[src/rtl/ldfmt_pkg.sv]
// Package: shared size codes for the load data formatter.
// Assumes the size code is the base-2 log of the byte count.
package ldfmt_pkg;
    typedef enum logic [1:0] {
        SZ_BYTE  = 2'd0,
        SZ_HALF  = 2'd1,
        SZ_WORD  = 2'd2,
        SZ_DWORD = 2'd3
    } size_code_e;
endpackage

[src/rtl/ldfmt_xbar.sv]
// Module: per-lane any-to-any byte selector.
// Each output lane picks one input byte. The pick folds the address rotation
// and the optional byte reversal into a single multiplexer level.
// first_mask[j] says whether the byte for lane j lies in the first doubleword,
// that is, whether its address stays below the doubleword boundary.
// Assumes nbytes is a power of two no larger than LANES.
module ldfmt_xbar #(
    parameter int LANES  = 8,
    parameter int LANE_W = 8,
    localparam int DATA_W = LANES * LANE_W,
    localparam int OFF_W  = $clog2(LANES),
    localparam int IDX_W  = OFF_W + 1
) (
    input  logic [DATA_W-1:0] data,
    input  logic [OFF_W-1:0]  off,
    input  logic [IDX_W-1:0]  nbytes,
    input  logic              rev,
    output logic [DATA_W-1:0] sel,
    output logic [LANES-1:0]  first_mask
);
    for (genvar j = 0; j < LANES; j++) begin : g_lane
        logic [IDX_W-1:0] idx;
        logic [IDX_W-1:0] pos;
        logic [OFF_W-1:0] src;

        // Work out which access byte this lane carries, and its address.
        always_comb begin
            idx = rev ? (nbytes - IDX_W'(1) - IDX_W'(j)) : IDX_W'(j);
            pos = {1'b0, off} + idx;
            src = pos[OFF_W-1:0];
        end

        // Pick the byte and flag whether it comes from the lower doubleword.
        always_comb begin
            sel[j*LANE_W +: LANE_W] = data[src*LANE_W +: LANE_W];
            first_mask[j]           = ~pos[OFF_W];
        end
    end
endmodule

[src/rtl/ldfmt_ext.sv]
// Module: trim to access size and extend.
// Lanes below nbytes pass through unchanged. The lanes above are filled with
// zeros, or with the top bit of the last kept lane when sign is set.
module ldfmt_ext #(
    parameter int LANES  = 8,
    parameter int LANE_W = 8,
    localparam int DATA_W = LANES * LANE_W,
    localparam int IDX_W  = $clog2(LANES) + 1
) (
    input  logic [DATA_W-1:0] bytes_in,
    input  logic [IDX_W-1:0]  nbytes,
    input  logic              sign,
    output logic [DATA_W-1:0] result
);
    logic msb;

    // Find the sign bit of the highest kept lane.
    always_comb begin
        msb = 1'b0;
        for (int j = 0; j < LANES; j++) begin
            if (IDX_W'(j) == nbytes - IDX_W'(1)) begin
                msb = bytes_in[j*LANE_W + LANE_W - 1];
            end
        end
    end

    // Keep the lanes inside the access size and fill the rest.
    always_comb begin
        for (int j = 0; j < LANES; j++) begin
            if (IDX_W'(j) < nbytes) begin
                result[j*LANE_W +: LANE_W] = bytes_in[j*LANE_W +: LANE_W];
            end else begin
                result[j*LANE_W +: LANE_W] = {LANE_W{sign & msb}};
            end
        end
    end
endmodule

[src/rtl/ldfmt_cond.sv]
// Module: condition summary of a result.
// Produces {neg, pos, zero, so} from the full width or from the low half.
// The output is all zero when recording is off.
module ldfmt_cond #(
    parameter int DATA_W = 64,
    localparam int HALF_W = DATA_W / 2
) (
    input  logic [DATA_W-1:0] value,
    input  logic              half_mode,
    input  logic              rec,
    input  logic              so,
    output logic [3:0]        cr
);
    logic neg;
    logic zero;
    logic pos;

    // Judge the sign and zero-ness on the selected width.
    always_comb begin
        neg  = half_mode ? value[HALF_W-1] : value[DATA_W-1];
        zero = half_mode ? (value[HALF_W-1:0] == '0) : (value == '0);
        pos  = ~neg & ~zero;
        cr   = rec ? {neg, pos, zero, so} : 4'b0000;
    end
endmodule

[src/rtl/ldfmt_top.sv]
// Module: load data byte formatter, top level.
// Rotates, optionally reverses, splices, trims and extends a loaded doubleword.
// It also produces a condition summary.
// A split access is presented twice with identical control and in_second set
// on the second presentation. The output is registered, with one cycle of
// latency. Assumes the first half of a split access comes before its second.
module ldfmt_top #(
    parameter int LANES  = 8,
    parameter int LANE_W = 8,
    localparam int DATA_W = LANES * LANE_W,
    localparam int OFF_W  = $clog2(LANES),
    localparam int IDX_W  = OFF_W + 1
) (
    input  logic              clk,
    input  logic              rst_n,
    input  logic              in_valid,
    input  logic [63:0]       in_data,
    input  logic [2:0]        in_offset,
    input  logic [1:0]        in_size,
    input  logic              in_sign,
    input  logic              in_rev,
    input  logic              in_second,
    input  logic              in_rec,
    input  logic              in_mode32,
    input  logic              in_so,
    output logic              out_valid,
    output logic [63:0]       out_data,
    output logic [3:0]        out_cr
);
    import ldfmt_pkg::*;

    size_code_e        size_code;
    logic [IDX_W-1:0]  nbytes;
    logic [IDX_W:0]    span_end;
    logic              split;
    logic              hold_first;
    logic              emit;
    logic [DATA_W-1:0] sel;
    logic [LANES-1:0]  first_mask;
    logic [DATA_W-1:0] held_q;
    logic [DATA_W-1:0] spliced;
    logic [DATA_W-1:0] formatted;
    logic [3:0]        cr_next;

    // Decode the size and detect an access that crosses the doubleword end.
    always_comb begin
        size_code  = size_code_e'(in_size);
        nbytes     = IDX_W'(1) << size_code;
        span_end   = {2'b00, in_offset} + {1'b0, nbytes};
        split      = span_end > (IDX_W+1)'(LANES);
        hold_first = in_valid & split & ~in_second;
        emit       = in_valid & ~hold_first;
    end

    ldfmt_xbar #(.LANES(LANES), .LANE_W(LANE_W)) u_xbar (
        .data       (in_data),
        .off        (in_offset),
        .nbytes     (nbytes),
        .rev        (in_rev),
        .sel        (sel),
        .first_mask (first_mask)
    );

    // Keep the rotated first doubleword of a split access.
    always_ff @(posedge clk) begin
        if (!rst_n) begin
            held_q <= '0;
        end else if (hold_first) begin
            held_q <= sel;
        end
    end

    // Splice held bytes with current bytes on a second-half presentation.
    always_comb begin
        for (int j = 0; j < LANES; j++) begin
            if (in_second && first_mask[j]) begin
                spliced[j*LANE_W +: LANE_W] = held_q[j*LANE_W +: LANE_W];
            end else begin
                spliced[j*LANE_W +: LANE_W] = sel[j*LANE_W +: LANE_W];
            end
        end
    end

    ldfmt_ext #(.LANES(LANES), .LANE_W(LANE_W)) u_ext (
        .bytes_in (spliced),
        .nbytes   (nbytes),
        .sign     (in_sign),
        .result   (formatted)
    );

    ldfmt_cond #(.DATA_W(DATA_W)) u_cond (
        .value     (formatted),
        .half_mode (in_mode32),
        .rec       (in_rec),
        .so        (in_so),
        .cr        (cr_next)
    );

    // Register the result, its condition and the valid pulse.
    always_ff @(posedge clk) begin
        if (!rst_n) begin
            out_valid <= 1'b0;
            out_data  <= '0;
            out_cr    <= '0;
        end else begin
            out_valid <= emit;
            if (emit) begin
                out_data <= formatted;
                out_cr   <= cr_next;
            end
        end
    end

    // A result follows an accepted input by exactly one cycle.
    p_valid_source_r2: assert property (@(posedge clk) disable iff (!rst_n)
        out_valid |-> $past(in_valid));

    // The first half of a split access never yields a result.
    p_first_half_silent_r7: assert property (@(posedge clk) disable iff (!rst_n)
        (in_valid && !in_second && ({2'b00, in_offset} + {1'b0, nbytes} > (IDX_W+1)'(LANES)))
        |=> !out_valid);

    // A recorded condition has exactly one of neg, pos, zero set.
    p_cr_onehot_r8: assert property (@(posedge clk) disable iff (!rst_n)
        (out_valid && $past(in_rec)) |-> ($countones(out_cr[3:1]) == 1));

    // No recording gives an all-zero condition.
    p_cr_clear_r10: assert property (@(posedge clk) disable iff (!rst_n)
        (out_valid && !$past(in_rec)) |-> (out_cr == 4'b0000));

    // Zero extension of a one-byte load clears the upper bytes.
    p_zero_fill_r5: assert property (@(posedge clk) disable iff (!rst_n)
        (out_valid && $past(!in_sign && in_size == 2'd0)) |-> (out_data[63:8] == '0));

    // Sign extension of a two-byte load copies bit 15 upward.
    p_sign_fill_r6: assert property (@(posedge clk) disable iff (!rst_n)
        (out_valid && $past(in_sign && in_size == 2'd1))
        |-> (out_data[63:16] == {48{out_data[15]}}));
endmodule

[config.mk]
export PLATFORM = sky130hd
export DESIGN_NAME = ldfmt_top
export DESIGN_NICKNAME = d
export VERILOG_FILES = /design/src/rtl/ldfmt_pkg.sv /design/src/rtl/ldfmt_xbar.sv /design/src/rtl/ldfmt_ext.sv /design/src/rtl/ldfmt_cond.sv /design/src/rtl/ldfmt_top.sv
export SDC_FILE = /design/constraint.sdc
export NUM_CORES = 1
export LEC_CHECK = 0
export ABC_AREA = 1
export CAP_MARGIN = 40
export CORE_UTILIZATION = 55
export DETAILED_ROUTE_END_ITERATION = 16
export HOLD_SLACK_MARGIN = 0.03
export PLACE_DENSITY = 0.82
export SKIP_CTS_REPAIR_TIMING = 1
export SLEW_MARGIN = 5
export SYNTH_ARGS = -nofsm -noshare
export SYNTH_HDL_FRONTEND = slang
export SYNTH_SLANG_ARGS = --single-unit
[constraint.sdc]
create_clock -name clk -period 5.5 [get_ports clk]
set_input_delay 1.1 -clock clk [delete_from_list [all_inputs] [get_ports clk]]
set_output_delay 1.1 -clock clk [all_outputs]
set_load 0.005 [all_outputs]
==> results.cfg <==
[placed_design]
globalplace.congestion = 1.01
pre_cts_slack_ns = 0.0894
numPortBuffers = 146
hpwl_um = 21800

[layout]
synthToLayoutAreaGrowth_pct = 23.7
final_common_cell = nand2_1
finalNetCount = 1655
drive_gt1_share_pct = 8.54
fillers = 1445
final_cell_mix = nand2_1, clkdlybuf4s50_1, o21ai_0
diodes = 0

[yosys]
synthAdderAreaFrac_pct = 4.58
yosys.area_share.xor_xnor_pct = 0.890
seq_area_frac_synth_pct = 28.7
yosysUniqueCellTypes = 45
synth_compound_area_share_pct = 21.4
avgSynthCellArea_um2 = 6.46
yosys.area_share.simple_pct = 32.1
synthMuxAreaShare_pct = 1.94
syn_inst = 1436
synth_top_flop_cell = dfxtp_1
synth_nets = 1545
netlist_area_um2 = 9280
yosysWarningCount = 0
synth_seq_cells = 133
async_flop_share_pct = 0
synth_edf_count = 0
synth_top_family_by_area = simple AND/OR/NAND/NOR gates

[sta]
hold_violations = 0
finalSetupTns_ns = 0
max_freq_ghz = 0.199
finalWorstSetupSlack_ns = 0.473
worst_pin_slew_ns = 0.694
holdWs_ns = 0.454
slew_headroom_pct = 53.8
period_minus_slack_ns = 5.03
finalSetupViolations = 0
fin_crit_sh_pct = 91.4
fin_skew_ns = 0.00703
rsz0062_at_grt = no
drv_slew = 0

[routing]
drt_iter0_markers = 904
drc = 0
final_antenna_net_count = 0
first_pass_iters = 6
wl_per_cell_um = 16.0
num_vias = 10067
drt_wl_total_um = 28500
viasPerCell = 5.66

[clocking]
clkSlewWorstSetupHoldPaths_ns = 0.06
cts-htree-levels = 4
max-clock-path-buffers = 2
clock_sinks = 133
insertion_delay_ns = 0.42
cts_buffers = 17
cts_root_buffer = clkbuf_16
cts_tree = yes

[floorplanning]
row_count = 47
initial_utilization_pct = 56.2
die-width_um = 132
core_area_um2 = 16500
die_h_um = 132
dieArea_um2 = 17400
num_io_pins = 147

[hold_path]
min-delay-start = held_q[52]$_SDFFE_PN0P_
whs_path_depth = 2
hold_class = register to register
hold_end = held_q[52]$_SDFFE_PN0P_

[worst_setup_path]
critPathKind = input port to register
r2r_setup_slack_ns = 3.61
crit_family = simple AND/OR/NAND/NOR gates
startpoint_type = input port
end_kind = register
worst-path-buf-inv = 6
crit_path_frequent_cell = nand2_1
rr_worst_depth = 14
critPathMaxStageDelay_ns = 0.52
critPathSlowestCell = fa_1
path_cells = clkdlybuf4s50_1 -> buf_4 -> ha_1 -> inv_1 -> ha_1 -> nor2_1 -> inv_1 -> fa_1 -> inv_1 -> buf_4 -> o21ai_0 -> nand2_1 -> o21ai_1 -> nand2_1 -> o211ai_1 -> nand3_1 -> nor2_1 -> nand3_1 -> nor2_1 -> nand3_2 -> nor2_2 -> nand2_1 -> nand2_1 -> a21oi_2
r2r-end = out_cr[2]$_SDFFE_PN0P_
arrival_ns = 5.30
path_max_fanout = 18
critical_path_required_ns = 5.78
rr_startpoint = held_q[15]$_SDFFE_PN0P_

[grt]
grt_pass1_wl_um = 45800
grt.overflow.total = 0
grt_start_max_net_pins = 75
grt_pass1_vias = 9089
antenna_found_initial = 0
grt_usage_pct = 33.0

[pwr]
cellPowerDensity_nw_per_um2 = 319
ir_worst_vdd_mv = 0.248
leakagePower_nw = 5.28
total_power_mw = 3.67

[status]
status = finished clean

[job]
maxCapViolations = 0
==> worst min-delay path, cell delays in order (launching register included) <==
cell	delay, ns
dfxtp_1	0.30
inv_1	0.06
a21oi_1	0.05
==> layout make-up <==
class	instances	area, µm²	share of cell area (%)
clock buffer	19	443	3.86
clock inverter	12	180	1.57
inverter	137	518	4.51
multi-input combinational	1077	5650	49.2
sequential	133	2660	23.2
tap	220	275	2.40
timing repair buffer	180	1750	15.2
==> cells by family after synthesis <==
kind of cell / Yosys count
flops: 133
simple gates: 689
fa+ha+maj: 31
compound gates: 333
xor+xnor: 6
buf+inv: 226
mux: 18
==> metal layers <==
layer,routed length [µm],part of all wire (%),vias to the layer above,track usage (%)
met4,1320,4.6,0,16.5
met1,11800,42,4560,41.8
met5,0,0,-,0
met2,13100,46,413,53.7
met3,2230,7.8,82,6.23
li1,-,-,5012,-
==> registers in the layout, summed over array words and instances, names as in the netlist <==
name and cells:
out_valid 1, held_q 64, out_cr 4, out_data 64
==> synthesized netlist by cell type, types with 2 or more instances <==
cell type	n	area share, %
nand2_1	426	17
o21ai_0	139	7.5
dfxtp_1	133	29
inv_1	123	5.0
nand3_1	98	5.3
nor2_1	94	3.8
a211oi_1	52	4.2
clkbuf_1	45	1.8
a31oi_1	40	2.7
o211ai_1	39	3.2
a21oi_1	34	1.8
ha_1	26	3.5
o21ai_1	21	1.1
buf_2	20	1.1
mux2i_1	18	1.9
or2_2	17	1.1
nand4_1	16	1.1
nand3_2	13	1.4
inv_2	10	0.40
buf_4	8	0.65
buf_6	8	0.97
nand2_2	8	0.54
buf_1	7	0.28
fa_1	5	1.1
or2_1	5	0.34
clkinv_1	3	0.12
xor2_2	3	0.53
a21oi_2	2	0.19
nand3_4	2	0.38
nor2_2	2	0.13
nor2_4	2	0.24
o211ai_2	2	0.27
o21ai_2	2	0.19
or2_0	2	0.13
==> power by group <==
part	total (mW)	internal [mW]	switching (mW)
clock	1.19	0.769	0.426
sequential	1.09	1.05	0.0418
combinational	1.38	0.492	0.890
total	3.67	2.31	1.36
==> metrics by stage <==
step / std cells / cell area (µm²) / util, %
finish: 1778 / 11500 / 69.5
global route: 1778 / 11500 / 69.5
floorplan: 1436 / 9280 / -
CTS: 1778 / 11500 / 69.5
detailed placement: 1747 / 10900 / 65.7
global placement: 1747 / 10900 / 65.7
==> worst max-delay path by stage <==
stage | start | to | slack (ns) | depth (start not counted)
CTS | in_size[0] | out_cr[2]$_SDFFE_PN0P_ | 0.53 | 24
finish | in_size[0] | out_cr[2]$_SDFFE_PN0P_ | 0.47 | 24
global placement | in_size[0] | out_cr[2]$_SDFFE_PN0P_ | 0.24 | 24
detailed placement | in_size[0] | out_cr[2]$_SDFFE_PN0P_ | 0.09 | 24
floorplan | in_size[0] | out_cr[2]$_SDFFE_PN0P_ | 0.89 | 27
global route | in_size[0] | out_cr[2]$_SDFFE_PN0P_ | 0.19 | 26
(Power assumes the default switching activity.)
